**src/rtl/rs_pkg.sv**
```systemverilog
package rs_pkg;
  // Life of one station: empty, holding an instruction, handed to the unit.
  typedef enum logic [1:0] {
    SLOT_FREE = 2'd0,
    SLOT_WAIT = 2'd1,
    SLOT_SENT = 2'd2
  } slot_phase_e;
endpackage

```
**src/rtl/rs_first_free.sv**
```systemverilog
module rs_first_free #(
  parameter int N = 4
) (
  input  logic [N-1:0] avail,
  output logic [N-1:0] pick,
  output logic         any
);
  always_comb begin
    pick = '0;
    for (int i = N - 1; i >= 0; i--) begin
      if (avail[i]) pick = N'(1) << i;
    end
  end
  assign any = |avail;
endmodule

```
**src/rtl/rs_age_pick.sv**
```systemverilog
module rs_age_pick #(
  parameter int N = 4
) (
  input  logic         clk,
  input  logic         rst_n,
  input  logic [N-1:0] alloc,
  input  logic [N-1:0] req,
  output logic [N-1:0] gnt,
  output logic         any
);
  // elder[a][b] = 1 when entry a was filled before entry b
  logic [N-1:0] elder [N];

  always_ff @(posedge clk) begin
    if (!rst_n) begin
      for (int a = 0; a < N; a++) elder[a] <= '0;
    end else begin
      for (int a = 0; a < N; a++) begin
        for (int b = 0; b < N; b++) begin
          if (alloc[a]) elder[a][b] <= 1'b0;
          else if (alloc[b]) elder[a][b] <= 1'b1;
        end
      end
    end
  end

  for (genvar b = 0; b < N; b++) begin : g_sel
    logic [N-1:0] beaten;
    always_comb begin
      for (int a = 0; a < N; a++) beaten[a] = req[a] & elder[a][b];
    end
    assign gnt[b] = req[b] & ~(|beaten);
  end

  assign any = |req;
endmodule

```
**src/rtl/rs_rename.sv**
```systemverilog
module rs_rename #(
  parameter int NUM_REGS = 16,
  parameter int TAG_W    = 4,
  parameter int DATA_W   = 64,
  localparam int REG_W   = $clog2(NUM_REGS)
) (
  input  logic              clk,
  input  logic              rst_n,
  input  logic              alloc_fire,
  input  logic [REG_W-1:0]  alloc_dst,
  input  logic [TAG_W-1:0]  alloc_tag,
  input  logic              use_j,
  input  logic              use_k,
  input  logic [REG_W-1:0]  src_j,
  input  logic [REG_W-1:0]  src_k,
  input  logic [DATA_W-1:0] rf_j,
  input  logic [DATA_W-1:0] rf_k,
  input  logic              cdb_valid,
  input  logic [TAG_W-1:0]  cdb_tag,
  input  logic [DATA_W-1:0] cdb_data,
  output logic [TAG_W-1:0]  opj_tag,
  output logic [DATA_W-1:0] opj_val,
  output logic [TAG_W-1:0]  opk_tag,
  output logic [DATA_W-1:0] opk_val,
  output logic              wr_en,
  output logic [REG_W-1:0]  wr_idx,
  output logic [DATA_W-1:0] wr_data
);
  logic [TAG_W-1:0] owner [NUM_REGS];
  logic             bus_live;

  assign bus_live = cdb_valid && (cdb_tag != '0);

  // Turn a source register into {tag, value}; a same-cycle broadcast wins.
  function automatic logic [TAG_W+DATA_W-1:0] resolve(
    input logic needed, input logic [REG_W-1:0] idx, input logic [DATA_W-1:0] rf_val);
    logic [TAG_W-1:0] pend;
    pend = owner[idx];
    if (!needed)                          return '0;
    else if (pend == '0)                  return {{TAG_W{1'b0}}, rf_val};
    else if (bus_live && cdb_tag == pend) return {{TAG_W{1'b0}}, cdb_data};
    else                                  return {pend, {DATA_W{1'b0}}};
  endfunction

  assign {opj_tag, opj_val} = resolve(use_j, src_j, rf_j);
  assign {opk_tag, opk_val} = resolve(use_k, src_k, rf_k);

  always_comb begin
    wr_en  = 1'b0;
    wr_idx = '0;
    for (int r = 0; r < NUM_REGS; r++) begin
      if (bus_live && owner[r] == cdb_tag) begin
        wr_en  = 1'b1;
        wr_idx = REG_W'(r);
      end
    end
  end
  assign wr_data = cdb_data;

  always_ff @(posedge clk) begin
    if (!rst_n) begin
      for (int r = 0; r < NUM_REGS; r++) owner[r] <= '0;
    end else begin
      for (int r = 0; r < NUM_REGS; r++) begin
        if (alloc_fire && alloc_dst == REG_W'(r)) owner[r] <= alloc_tag;
        else if (bus_live && owner[r] == cdb_tag) owner[r] <= '0;
      end
    end
  end
endmodule

```
**src/rtl/rs_station_unit.sv**
```systemverilog
module rs_station_unit #(
  parameter int DATA_W   = 64,
  parameter int TAG_W    = 4,
  parameter int NUM_RS   = 4,
  parameter int NUM_REGS = 16,
  parameter int TAG_BASE = 1,
  parameter int OP_W     = 4,
  parameter int ADDR_W   = 16,
  localparam int REG_W   = $clog2(NUM_REGS)
) (
  input  logic              clk,
  input  logic              rst_n,
  input  logic              iq_valid,
  output logic              iq_ready,
  input  logic [OP_W-1:0]   iq_op,
  input  logic [REG_W-1:0]  iq_dst,
  input  logic [REG_W-1:0]  iq_src_j,
  input  logic [REG_W-1:0]  iq_src_k,
  input  logic              iq_use_j,
  input  logic              iq_use_k,
  input  logic [ADDR_W-1:0] iq_addr,
  output logic [REG_W-1:0]  rf_rd_j_idx,
  output logic [REG_W-1:0]  rf_rd_k_idx,
  input  logic [DATA_W-1:0] rf_rd_j_data,
  input  logic [DATA_W-1:0] rf_rd_k_data,
  output logic              rf_wr_en,
  output logic [REG_W-1:0]  rf_wr_idx,
  output logic [DATA_W-1:0] rf_wr_data,
  output logic              ex_valid,
  input  logic              ex_ready,
  output logic [OP_W-1:0]   ex_op,
  output logic [DATA_W-1:0] ex_vj,
  output logic [DATA_W-1:0] ex_vk,
  output logic [ADDR_W-1:0] ex_addr,
  output logic [TAG_W-1:0]  ex_tag,
  input  logic              res_valid,
  output logic              res_ready,
  input  logic [TAG_W-1:0]  res_tag,
  input  logic [DATA_W-1:0] res_data,
  output logic              bus_req,
  input  logic              bus_grant,
  output logic [TAG_W-1:0]  bus_tag,
  output logic [DATA_W-1:0] bus_data,
  input  logic              cdb_valid,
  input  logic [TAG_W-1:0]  cdb_tag,
  input  logic [DATA_W-1:0] cdb_data
);
  import rs_pkg::*;

  slot_phase_e       phase   [NUM_RS];
  logic [OP_W-1:0]   st_op   [NUM_RS];
  logic [DATA_W-1:0] st_vj   [NUM_RS];
  logic [DATA_W-1:0] st_vk   [NUM_RS];
  logic [TAG_W-1:0]  st_qj   [NUM_RS];
  logic [TAG_W-1:0]  st_qk   [NUM_RS];
  logic [ADDR_W-1:0] st_addr [NUM_RS];

  logic [NUM_RS-1:0] busy_vec, free_vec, ready_vec, alloc_vec, pick_vec, gnt_vec, own_hit;
  logic              any_free, iq_fire, ex_fire;
  logic [TAG_W-1:0]  alloc_tag, nj_tag, nk_tag;
  logic [DATA_W-1:0] nj_val, nk_val;

  for (genvar i = 0; i < NUM_RS; i++) begin : g_flags
    assign busy_vec[i]  = (phase[i] != SLOT_FREE);
    assign free_vec[i]  = ~busy_vec[i];
    assign ready_vec[i] = (phase[i] == SLOT_WAIT) && (st_qj[i] == '0) && (st_qk[i] == '0);
    assign own_hit[i]   = cdb_valid && (cdb_tag == TAG_W'(TAG_BASE + i));
  end

  rs_first_free #(.N(NUM_RS)) free_pick_i (
    .avail(free_vec), .pick(pick_vec), .any(any_free));

  assign iq_ready  = any_free;
  assign iq_fire   = iq_valid && any_free;
  assign alloc_vec = iq_fire ? pick_vec : '0;

  always_comb begin
    alloc_tag = '0;
    for (int i = 0; i < NUM_RS; i++)
      if (pick_vec[i]) alloc_tag = TAG_W'(TAG_BASE + i);
  end

  assign rf_rd_j_idx = iq_src_j;
  assign rf_rd_k_idx = iq_src_k;

  rs_rename #(.NUM_REGS(NUM_REGS), .TAG_W(TAG_W), .DATA_W(DATA_W)) rename_i (
    .clk(clk), .rst_n(rst_n),
    .alloc_fire(iq_fire), .alloc_dst(iq_dst), .alloc_tag(alloc_tag),
    .use_j(iq_use_j), .use_k(iq_use_k), .src_j(iq_src_j), .src_k(iq_src_k),
    .rf_j(rf_rd_j_data), .rf_k(rf_rd_k_data),
    .cdb_valid(cdb_valid), .cdb_tag(cdb_tag), .cdb_data(cdb_data),
    .opj_tag(nj_tag), .opj_val(nj_val), .opk_tag(nk_tag), .opk_val(nk_val),
    .wr_en(rf_wr_en), .wr_idx(rf_wr_idx), .wr_data(rf_wr_data));

  rs_age_pick #(.N(NUM_RS)) age_i (
    .clk(clk), .rst_n(rst_n), .alloc(alloc_vec), .req(ready_vec),
    .gnt(gnt_vec), .any(ex_valid));

  assign ex_fire = ex_valid && ex_ready;

  always_comb begin
    ex_op = '0; ex_vj = '0; ex_vk = '0; ex_addr = '0; ex_tag = '0;
    for (int i = 0; i < NUM_RS; i++) begin
      if (gnt_vec[i]) begin
        ex_op   = st_op[i];
        ex_vj   = st_vj[i];
        ex_vk   = st_vk[i];
        ex_addr = st_addr[i];
        ex_tag  = TAG_W'(TAG_BASE + i);
      end
    end
  end

  always_ff @(posedge clk) begin
    if (!rst_n) begin
      for (int i = 0; i < NUM_RS; i++) begin
        phase[i] <= SLOT_FREE;
        st_op[i] <= '0; st_vj[i] <= '0; st_vk[i] <= '0;
        st_qj[i] <= '0; st_qk[i] <= '0; st_addr[i] <= '0;
      end
    end else begin
      for (int i = 0; i < NUM_RS; i++) begin
        if (own_hit[i] && busy_vec[i]) begin
          phase[i] <= SLOT_FREE;
        end else if (alloc_vec[i]) begin
          phase[i]   <= SLOT_WAIT;
          st_op[i]   <= iq_op;
          st_addr[i] <= iq_addr;
          st_qj[i]   <= nj_tag;
          st_vj[i]   <= nj_val;
          st_qk[i]   <= nk_tag;
          st_vk[i]   <= nk_val;
        end else if (busy_vec[i]) begin
          if (cdb_valid && st_qj[i] != '0 && st_qj[i] == cdb_tag) begin
            st_vj[i] <= cdb_data;
            st_qj[i] <= '0;
          end
          if (cdb_valid && st_qk[i] != '0 && st_qk[i] == cdb_tag) begin
            st_vk[i] <= cdb_data;
            st_qk[i] <= '0;
          end
          if (ex_fire && gnt_vec[i]) phase[i] <= SLOT_SENT;
        end
      end
    end
  end

  // Single-producer side of the result bus.
  assign bus_req   = res_valid;
  assign bus_tag   = res_tag;
  assign bus_data  = res_data;
  assign res_ready = bus_grant;
endmodule

```
**config.mk**
```make
export PLATFORM = sky130hd
export DESIGN_NAME = rs_station_unit
export DESIGN_NICKNAME = d
export VERILOG_FILES = /design/src/rtl/rs_pkg.sv /design/src/rtl/rs_first_free.sv /design/src/rtl/rs_age_pick.sv /design/src/rtl/rs_rename.sv /design/src/rtl/rs_station_unit.sv
export SDC_FILE = /design/constraint.sdc
export NUM_CORES = 2
export LEC_CHECK = 0
export ABC_CLOCK_PERIOD_IN_PS = 10950
export BUFFER_PORTS_ARGS = -buffer_cell sky130_fd_sc_hd__buf_2
export CAP_MARGIN = 20
export CELL_PAD_IN_SITES_DETAIL_PLACEMENT = 1
export CELL_PAD_IN_SITES_GLOBAL_PLACEMENT = 1
export CORE_MARGIN = 2
export CORE_UTILIZATION = 40
export CTS_BUF_LIST = sky130_fd_sc_hd__clkbuf_4
export DETAILED_ROUTE_END_ITERATION = 16
export PLACE_DENSITY = 0.77
export REMOVE_ABC_BUFFERS = 1
export SLEW_MARGIN = 20
export SYNTH_ARGS = -nofsm -noshare
export SYNTH_HDL_FRONTEND = slang
export SYNTH_SLANG_ARGS = --single-unit
```
**constraint.sdc**
```tcl
create_clock -name clk -period 10.95 [get_ports clk]
set_clock_uncertainty 0.05 [all_clocks]
set_input_delay 1.6425 -clock clk [delete_from_list [all_inputs] [get_ports clk]]
set_output_delay 1.6425 -clock clk [all_outputs]
set_load 0.05 [all_outputs]
```
==> impl_metrics.ini <==
[setup_path]
crit_buf_inv = 3
crit_family = compound AO/OA/AOI/OAI gates
crit_slowest_cell = or4b_2
r2r_cells = 8
crit_path_start_kind = flop
max_stage_delay_ns = 0.70
cp.required_ns = 9.26
critPathMaxFanout = 150
critPathCaptureType = output pin
worstPathArrival_ns = 5.59
rr_startpoint = rename_i.owner[2][2]
cpMostUsedCell = buf_12
r2r-end = st_vk[3][1]
path_class = reg -> out
timing.reg2reg.setup_slack_ns = 6.07
cp_cell_sequence = or4b_2, o311ai_0, a211oi_4, buf_12, nor2_4, buf_12, a221oi_1, o31ai_1, buf_2

[synth]
yosysSeqAreaShare_pct = 51.1
avgSynthCellArea_um2 = 10.6
syn_inst = 3791
ys.flop_type = edfxtp_1
yosys_warnings = 0
synth_seq_cells = 684
ys_types = 69
synth_area_um2 = 40200
synth_edf_count = 684
synthArstFlopShare_pct = 0

[sta]
finalCritPeriodShare_pct = 66.5
worst_slack_ns = 3.67
hold_viol = 0
tightest_slew_ns = 1.18
fin_crit_ns = 7.28
tns_ns = 0
fmax_ghz = 0.137
setup_viol = 0
drv_slew = 0
maxSlewHeadroom_pct = 21.6
rsz0062_at_grt = false

[clock_tree]
clk_latency_ns = 1.13
cts_num_sinks = 684
cts_max_level = 4
holdBufCountCts = 0
clk_pin_slew_ns = 0.06
clockRootBuffer = clkbuf_4
cts_made_buffers = 190
post_cts_buffers = 0
clock_path_buffers = 3
cts_tree = done
cts_resized = 0

[final_layout]
final_cell_mix = edfxtp_1 (684), buf_2 (462), nand2_1 (322)
final_area_um2 = 44600
regArea_um2 = 20500
drive_gt1_share_pct = 23.0
fillers = 11000
fin_util_pct = 44.7
final_net_count = 4217
final_common_cell = edfxtp_1
area_delta_synth_final_pct = 11.1
multi_input_comb_area_um2 = 16900

[flow_run]
drv_cap = 0

[global_routing]
grtUsageTotal_pct = 33.7
grt_overflow = 0
grt_pass1_wl_mm = 256
antenna_found_initial = 46
first_global_vias = 38000
grt_max_degree = 158

[status]
outcome = finished, final reports clean

[routing]
wl_mm = 179
via_per_inst = 7.06
drc_errors = 0
vias = 38000
drtPass1Iterations = 6
antenna_left = 0
routedWlPerCell_um = 33.4
drt_iter0_markers = 5113

[die]
core-area_um2 = 99900
ioPinCount = 606
die_w_um = 321
die_h_um = 321
start_util_pct = 40.3
dieArea_um2 = 103000
rows = 116

[pwr]
p_leak_nw = 15.9
ir_drop_uv = 81.9
power_density_nw_per_um2 = 145

[place]
dpl.hpwl_mm = 101
portBuffers = 464
place.gp.congestion = 0.880
dp_slack_ns = 4.64
dpl_cell_area_um2 = 42100

[min_path]
min_path_type = in -> reg
hold_depth = 2
min_to = st_addr[0][9]
hp-start = iq_addr[9]
cell type report:
cell class	count	share of cell area, %
flip-flops and latches	684	46.0
multi-input cells	2467	37.9
repair buffers	542	6.69
clock buffers	282	4.74
well taps	1298	3.64
clock inverters	52	0.645
inverters	27	0.244
diodes	26	0.146
metal layers:
layer | up-vias | routed length [um] | GRT usage (%)
met5 | - | 446 | 1.70
met1 | 18900 | 65500 | 40.8
li1 | 15500 | - | -
met3 | 655 | 22400 | 11.0
met2 | 2843 | 81400 | 52.5
met4 | 36 | 9700 | 19.4
registers in the layout, indices dropped and copies added, names as in the netlist:
signal,count
st_vj,256
st_vk,256
st_addr,64
rename_i.owner,48
st_op,16
age_i.elder,12
st_qj,12
st_qk,12
phase,8
cells in the mapped netlist, drive strengths merged (14+ instances only):
cell,n,share of area (%)
buf,204,3.4
a32oi,298,6.5
xnor2,47,1.1
o211ai,121,2.3
o21ai,314,4.0
o221ai,57,1.2
clkbuf,409,3.8
inv,24,0.22
nor3,40,0.50
nand3,17,0.21
a221oi,148,3.2
or3,14,0.22
nor2,314,2.9
mux2i,15,0.38
a221o,145,3.6
o211a,65,1.6
nand4,75,1.2
and2,83,1.3
edfxtp,684,51
xor2,22,0.48
mux4,24,1.3
o31ai,150,2.8
nand2,324,3.0
nor4,76,1.3
cell families after synthesis:
logic type             count (synthesis)  synth area share, %
AO/OA/AOI/OAI                       1361                 26.4
AND/OR/NAND/NOR                      991                 11.6
flip-flops                           684                 51.1
buffers and inverters                640                 7.47
XOR/XNOR                              69                 1.54
multiplexers                          45                 1.90
other                                  1              0.00933
worst max path at each step:
stage / endpoint / start / slack [ns] / cells after the start
floorplan: ex_addr[0] / phase[1][1] / -11.98 / 6
global placement: rf_wr_idx[1] / cdb_tag[2] / 4.75 / 8
detailed placement: rf_wr_idx[0] / cdb_tag[2] / 4.64 / 8
CTS: ex_vj[43] / phase[0][1] / 3.65 / 9
global route: ex_vk[12] / st_qj[3][2] / 3.46 / 9
finish: ex_vj[43] / phase[0][1] / 3.67 / 9
power by group:
group	internal, mW	switching (mW)	leakage (nW)
logic	0.207	0.780	7.33
registers	3.05	0.0607	7.17
clock network	1.22	1.18	1.43
total	4.47	2.02	15.9
stage by stage:
| stage | instances | power, mW | hold WS (ns) |
|---|---|---|---|
| 2_1_floorplan | 3178 | 3.59 | 0.583 |
| 3_3_place_gp | 5017 | 4.09 | 0.786 |
| 3_5_place_dp | 5017 | 4.12 | 0.790 |
| 4_1_cts | 5351 | 6.49 | 0.700 |
| 5_1_grt | 5372 | 6.69 | 0.711 |
| 6_report | 5378 | 6.49 | 0.805 |
worst reg2reg max path: cells and delay by family (launching register included):
family / cells / cell delay (ns)
and+or+nand+nor: 1 / 0.91
xor gates and xnor gates: 1 / 0.34
buffers and inverters: 2 / 1.43
muxes: 3 / 0.90
AOI/OAI and AO/OA: 1 / 0.53
DFF: 1 / 0.49
Power figures use the tool's default switching activity.
